`src/rtl/cdet_pkg.sv`:
```
package cdet_pkg;
    typedef enum logic {
        FLT_STEADY = 1'b0,
        FLT_PROBE  = 1'b1
    } flt_state_t;

    localparam int NSRC     = 2;
    localparam int SRC_DAT3 = 0;
    localparam int SRC_GP0  = 1;
endpackage

```
`src/rtl/cdet_sync.sv`:
```
module cdet_sync #(
    parameter logic RST_VAL = 1'b0
) (
    input  logic clk,
    input  logic rst_n,
    input  logic din,
    output logic dout
);
    logic meta_q;

    always_ff @(posedge clk or negedge rst_n) begin
        if (!rst_n) begin
            meta_q <= RST_VAL;
            dout   <= RST_VAL;
        end else begin
            meta_q <= din;
            dout   <= meta_q;
        end
    end
endmodule

```
`src/rtl/cdet_filter.sv`:
```
module cdet_filter
    import cdet_pkg::*;
#(
    parameter int   DEB_CYC  = 16,
    parameter logic IDLE_LVL = 1'b0
) (
    input  logic clk,
    input  logic rst_n,
    input  logic sin,
    output logic lvl,
    output logic chg
);
    localparam int CW = $clog2(DEB_CYC + 1);
    localparam logic [CW-1:0] LAST = CW'(DEB_CYC - 1);

    flt_state_t st_q, st_d;
    logic [CW-1:0] cnt_q, cnt_d;
    logic take;

    always_comb begin
        st_d  = st_q;
        cnt_d = cnt_q;
        take  = 1'b0;
        unique case (st_q)
            FLT_STEADY: begin
                if (sin != lvl) begin
                    st_d  = FLT_PROBE;
                    cnt_d = CW'(1);
                end
            end
            FLT_PROBE: begin
                if (sin == lvl) begin
                    st_d  = FLT_STEADY;
                    cnt_d = '0;
                end else if (cnt_q == LAST) begin
                    st_d  = FLT_STEADY;
                    cnt_d = '0;
                    take  = 1'b1;
                end else begin
                    cnt_d = cnt_q + CW'(1);
                end
            end
            default: begin
                st_d  = FLT_STEADY;
                cnt_d = '0;
            end
        endcase
    end

    always_ff @(posedge clk or negedge rst_n) begin
        if (!rst_n) begin
            st_q  <= FLT_STEADY;
            cnt_q <= '0;
        end else begin
            st_q  <= st_d;
            cnt_q <= cnt_d;
        end
    end

    always_ff @(posedge clk or negedge rst_n) begin
        if (!rst_n) begin
            lvl <= IDLE_LVL;
            chg <= 1'b0;
        end else begin
            chg <= take;
            if (take) lvl <= sin;
        end
    end

    a_r2_level_from_probe: assert property (@(posedge clk) disable iff (!rst_n)
        (lvl != $past(lvl)) |-> ($past(st_q) == FLT_PROBE));

    a_r2_pulse_marks_change: assert property (@(posedge clk) disable iff (!rst_n)
        chg |-> (lvl != $past(lvl)));
endmodule

```
`src/rtl/cdet_status.sv`:
```
module cdet_status (
    input  logic clk,
    input  logic rst_n,
    input  logic set_evt,
    input  logic clr_rd,
    output logic stat
);
    always_ff @(posedge clk or negedge rst_n) begin
        if (!rst_n)       stat <= 1'b0;
        else if (set_evt) stat <= 1'b1;
        else if (clr_rd)  stat <= 1'b0;
    end
endmodule

```
`src/rtl/card_detect_irq.sv`:
```
module card_detect_irq
    import cdet_pkg::*;
#(
    parameter int DEB_CYC = 16
) (
    input  logic clk,
    input  logic rst_n,
    input  logic dat3_pin,
    input  logic gp0_pin,
    input  logic sif_en,
    input  logic gp0_oe,
    input  logic bus_wide,
    input  logic ins_ie,
    input  logic gp0_ie,
    input  logic gpio_ie,
    input  logic glb_ie,
    input  logic pwr_down,
    input  logic stat_rd,
    output logic irq,
    output logic stat_dat3,
    output logic stat_gp0,
    output logic card_det,
    output logic gp0_in
);
    localparam logic [NSRC-1:0] IDLE_LVLS = 2'b10;

    logic [NSRC-1:0] raw, synced, lvl, chg, qual, stat;

    assign raw[SRC_DAT3]  = dat3_pin;
    assign raw[SRC_GP0]   = gp0_pin;
    assign qual[SRC_DAT3] = !sif_en && !bus_wide;
    assign qual[SRC_GP0]  = !gp0_oe && gp0_ie;

    for (genvar i = 0; i < NSRC; i++) begin : g_src
        cdet_sync #(.RST_VAL(IDLE_LVLS[i])) u_sync (
            .clk(clk), .rst_n(rst_n), .din(raw[i]), .dout(synced[i])
        );
        cdet_filter #(.DEB_CYC(DEB_CYC), .IDLE_LVL(IDLE_LVLS[i])) u_flt (
            .clk(clk), .rst_n(rst_n), .sin(synced[i]), .lvl(lvl[i]), .chg(chg[i])
        );
        cdet_status u_stat (
            .clk(clk), .rst_n(rst_n), .set_evt(chg[i] && qual[i]),
            .clr_rd(stat_rd), .stat(stat[i])
        );
    end

    assign stat_dat3 = stat[SRC_DAT3];
    assign stat_gp0  = stat[SRC_GP0];
    assign card_det  = lvl[SRC_DAT3];
    assign gp0_in    = lvl[SRC_GP0];
    assign irq = glb_ie && ((stat_dat3 && ins_ie) || (stat_gp0 && gpio_ie));

    a_r3_dat3_qualified: assert property (@(posedge clk) disable iff (!rst_n)
        $rose(stat_dat3) |-> $past(chg[SRC_DAT3] && !sif_en && !bus_wide));

    a_r4_gp0_qualified: assert property (@(posedge clk) disable iff (!rst_n)
        $rose(stat_gp0) |-> $past(chg[SRC_GP0] && !gp0_oe && gp0_ie));

    a_r6_sticky: assert property (@(posedge clk) disable iff (!rst_n)
        (stat_dat3 && !stat_rd) |=> stat_dat3);

    a_r6_read_clears: assert property (@(posedge clk) disable iff (!rst_n)
        (stat_rd && !chg[SRC_GP0]) |=> !stat_gp0);

    a_r7_powerdown_live: assert property (@(posedge clk) disable iff (!rst_n)
        (pwr_down && chg[SRC_DAT3] && !sif_en && !bus_wide) |=> stat_dat3);
endmodule

```
`config.mk`:
```
export PLATFORM = sky130hd
export DESIGN_NAME = card_detect_irq
export DESIGN_NICKNAME = d
export VERILOG_FILES = /design/src/rtl/cdet_pkg.sv /design/src/rtl/cdet_sync.sv /design/src/rtl/cdet_filter.sv /design/src/rtl/cdet_status.sv /design/src/rtl/card_detect_irq.sv
export SDC_FILE = /design/constraint.sdc
export NUM_CORES = 1
export LEC_CHECK = 0
export BUFFER_PORTS_ARGS = -buffer_cell sky130_fd_sc_hd__buf_2
export CORE_MARGIN = 2
export CORE_UTILIZATION = 45
export DETAILED_ROUTE_END_ITERATION = 6
export GPL_TIMING_DRIVEN = 0
export PLACE_DENSITY = 0.65
export SETUP_SLACK_MARGIN = 0.05
export SYNTH_ARGS = -nofsm -noshare
export SYNTH_HDL_FRONTEND = slang
export SYNTH_SLANG_ARGS = --single-unit
```
`constraint.sdc`:
```
create_clock -name clk -period 2.8 [get_ports clk]
set_input_delay 0.14 -clock clk [delete_from_list [all_inputs] [get_ports clk]]
set_output_delay 0.14 -clock clk [all_outputs]
set_load 0.02 [all_outputs]
```
==> impl_metrics.json <==
{
  "status": "finished clean",
  "syn_to_final_growth_pct": 19.36,
  "ff_latch_area_um2": 554.3,
  "vias_per_cell": 5.164,
  "cts_buffers": 3,
  "ant_nets": 0,
  "period_needed_ns": 1.396,
  "relSlewSlack_pct": 68.85,
  "overflow": 0,
  "synthTopCellsByCount": "19 x dfrtp_1, 8 x nand2_1, 6 x nand3_1",
  "worst_ep_arrival_time_ns": 1.64,
  "vias": 692,
  "ys_types": 30,
  "crit_required_ns": 3.05,
  "cp-startpoint": "g_src[1].u_flt.cnt_q[0]",
  "antenna_found_initial": 0,
  "drc": 0,
  "worstSkewPairLatency_ns": 0.31,
  "grt_max_degree": 23,
  "instances_no_fill": 134,
  "die_h_um": 50.72,
  "cp-end-kind": "register",
  "synthFlopType": "dfrtp_1",
  "pin_count": 18,
  "min_from": "stat_rd",
  "ctsResizeCount": 0,
  "slowest_stage": "dfrtp_1",
  "globalRouteMet2Util_pct": 21.27,
  "startpoint_type": "register",
  "numPlacedInstances": 126,
  "grt_pass1_vias": 625,
  "tns_ns": 0,
  "synth_edf_count": 0,
  "synth_top_area_share_pct": 48.41,
  "drv_slew": 0,
  "avgSynthCellArea_um2": 11.83,
  "clock_skew_ns": 0.002119,
  "num_antenna_cells": 0,
  "use_met1_pct": 17.64,
  "path_clk_slew_ns": 0.12,
  "ys_ff_latch": 22,
  "cts_max_level": 1,
  "dp.final_hpwl_mm": 1.134,
  "slowest_delay_ns": 0.43,
  "multi_input_area_um2": 411.6,
  "cts_tree": "built",
  "io_buffers": 16,
  "fin_nets": 123,
  "clock-sinks": 22,
  "seq_area_frac_synth_pct": 56.43,
  "p_per_area_nw_per_um2": 489.5,
  "path_buf_inv": 0,
  "grt_pass1_wl_mm": 2.622,
  "cp_max_fo": 4,
  "wl_mm": 1.604,
  "drive_above_1_share_pct": 28.97,
  "max_freq_mhz": 716.1,
  "vdd_drop_max_mv": 0.3852,
  "setup_violations": 0,
  "top_usage_layer": "met2",
  "fp.coreArea_um2": 2002,
  "grt_setup_unrepaired": "no",
  "synth.area.top_cells": "dfrtp_1 48%, dfstp_2 8.0%, nand3_1 3.1%",
  "syn_nets": 98,
  "drv_cap": 0,
  "yosysWarningCount": 0,
  "worst_slew_pin_slew_ns": 0.4672,
  "yosysMostFrequentCell": "dfrtp_1",
  "drtIter0Drc": 19,
  "cp_top_family": "flip-flops",
  "nFillCells": 178,
  "grt_usage_pct": 13.74,
  "initial_core_util_pct": 49.06,
  "grt_use_met3_pct": 3.274,
  "regToRegStartpoint": "g_src[1].u_flt.cnt_q[0]",
  "die_area_um2": 2573,
  "path_cells": "ha_1, and4b_4, nand2_1, mux2_4",
  "worst-setup-path-type": "register to register",
  "p_leak_nw": 0.5612,
  "cts_root_buf": "clkbuf_4",
  "die_w_um": 50.72,
  "rows": 16,
  "async_flop_share_pct": 100.0,
  "hp-class": "input port to register",
  "synth_area_um2": 982.2,
  "first_pass_iters": 4,
  "synth_cells": 83,
  "postCtsSetupRepairBufs": 0,
  "min_period_over_period_pct": 49.87,
  "yosys.area.top_type": "dfrtp_1",
  "gp_congestion": 0.7276,
  "avgRoutedWirePerCell_um": 11.97,
  "cts_buffer_depth": 2,
  "hold_viol_final": 0
}
[final timing paths]
path / endpoint / slack, ns / depth (start not counted)
hold reg to reg: g_src[1].u_sync.dout / 0.37 / 0
setup / recovery: g_src[1].u_flt.lvl / 1.40 / 4
min in group asynchronous: g_src[1].u_stat.stat / 0.31 / 2
hold / removal: g_src[0].u_stat.stat / 0.04 / 2
max in group asynchronous: g_src[1].u_sync.dout / 2.15 / 2
setup reg to reg: g_src[1].u_flt.lvl / 1.40 / 4
[layout by cell type (no fill, tap or decap), types with 2 or more instances in the layout]
| cell type | Yosys | routed |
|---|---|---|
| a21oi_1 | 2 | 2 |
| and3_1 | 4 | 4 |
| and4b_4 | 2 | 2 |
| buf_2 | 1 | 17 |
| clkbuf_4 | 0 | 3 |
| dfrtp_1 | 19 | 19 |
| dfstp_2 | 3 | 3 |
| dlygate4sd3_1 | 0 | 4 |
| ha_1 | 2 | 2 |
| inv_1 | 3 | 3 |
| nand2_1 | 8 | 8 |
| nand3_1 | 6 | 6 |
| nand4b_1 | 2 | 2 |
| nor2_1 | 4 | 4 |
| o21a_1 | 4 | 4 |
| o21ai_0 | 5 | 5 |
| xor2_1 | 3 | 3 |
[what timing repair did]
item,4_1_cts,5_1_grt
endpoints found under the hold margin,22,0
hold buffers,4,0
endpoints found under the setup margin,0,0
[sequential cells by signal, indices dropped and copies added, names as in the netlist]
register	count
g_src.u_sync.meta_q	2
g_src.u_flt.cnt_q	10
g_src.u_flt.chg	2
g_src.u_sync.dout	2
g_src.u_stat.stat	2
g_src.u_flt.lvl	2
g_src.u_flt.st_q	2
[where the power goes]
group	internal [mW]	switching [mW]	total [mW]
Sequential	0.333	0.0139	0.347
Combinational	0.0267	0.0273	0.0540
Clock	0.0794	0.0935	0.173
[per-layer routing]
layer	vias up	share of wire, %	routed length (um)
met1	319	49	786
li1	345	-	-
met4	0	2.2	36
met5	-	0	0
met2	24	41	662
met3	4	7.4	119
[through the flow]
stage	cell area, um2	setup slack, ns	power (mW)	util [%]	hold WS [ns]
global route	1172	1.325	0.6040	58.56	0.02985
CTS	1172	1.398	0.5793	58.56	0.03398
detailed placement	1096	1.426	0.4035	54.75	0.1247
global placement	1096	1.435	0.4013	54.75	0.1267
finish	1172	1.404	0.5739	58.56	0.03757
floorplan	982.2	1.498	0.3812	-	-0.1556
[area by class of cell]
cell class / count / area share [%]
Buffer: 1 / 0.4269
Multi-Input combinational cell: 57 / 35.11
Timing Repair Buffer: 20 / 10.25
Sequential cell: 22 / 47.28
Tap cell: 27 / 2.882
Inverter: 3 / 0.9605
Clock buffer: 4 / 3.095
[kinds of logic (layout without fill, tap and decap cells)]
| family | count (synthesis) | in the layout | synth area share, % |
|---|---|---|---|
| adder cells (fa/ha/maj) | 2 | 2 | 2.547 |
| AND/OR/NAND/NOR | 30 | 30 | 17.45 |
| multiplexers | 2 | 2 | 2.675 |
| XOR/XNOR | 6 | 6 | 6.881 |
| buffers and inverters | 4 | 28 | 1.655 |
| AO/OA/AOI/OAI | 17 | 17 | 12.36 |
| flip-flops | 22 | 22 | 56.43 |
No activity file was read; power rests on OpenSTA's default activity.
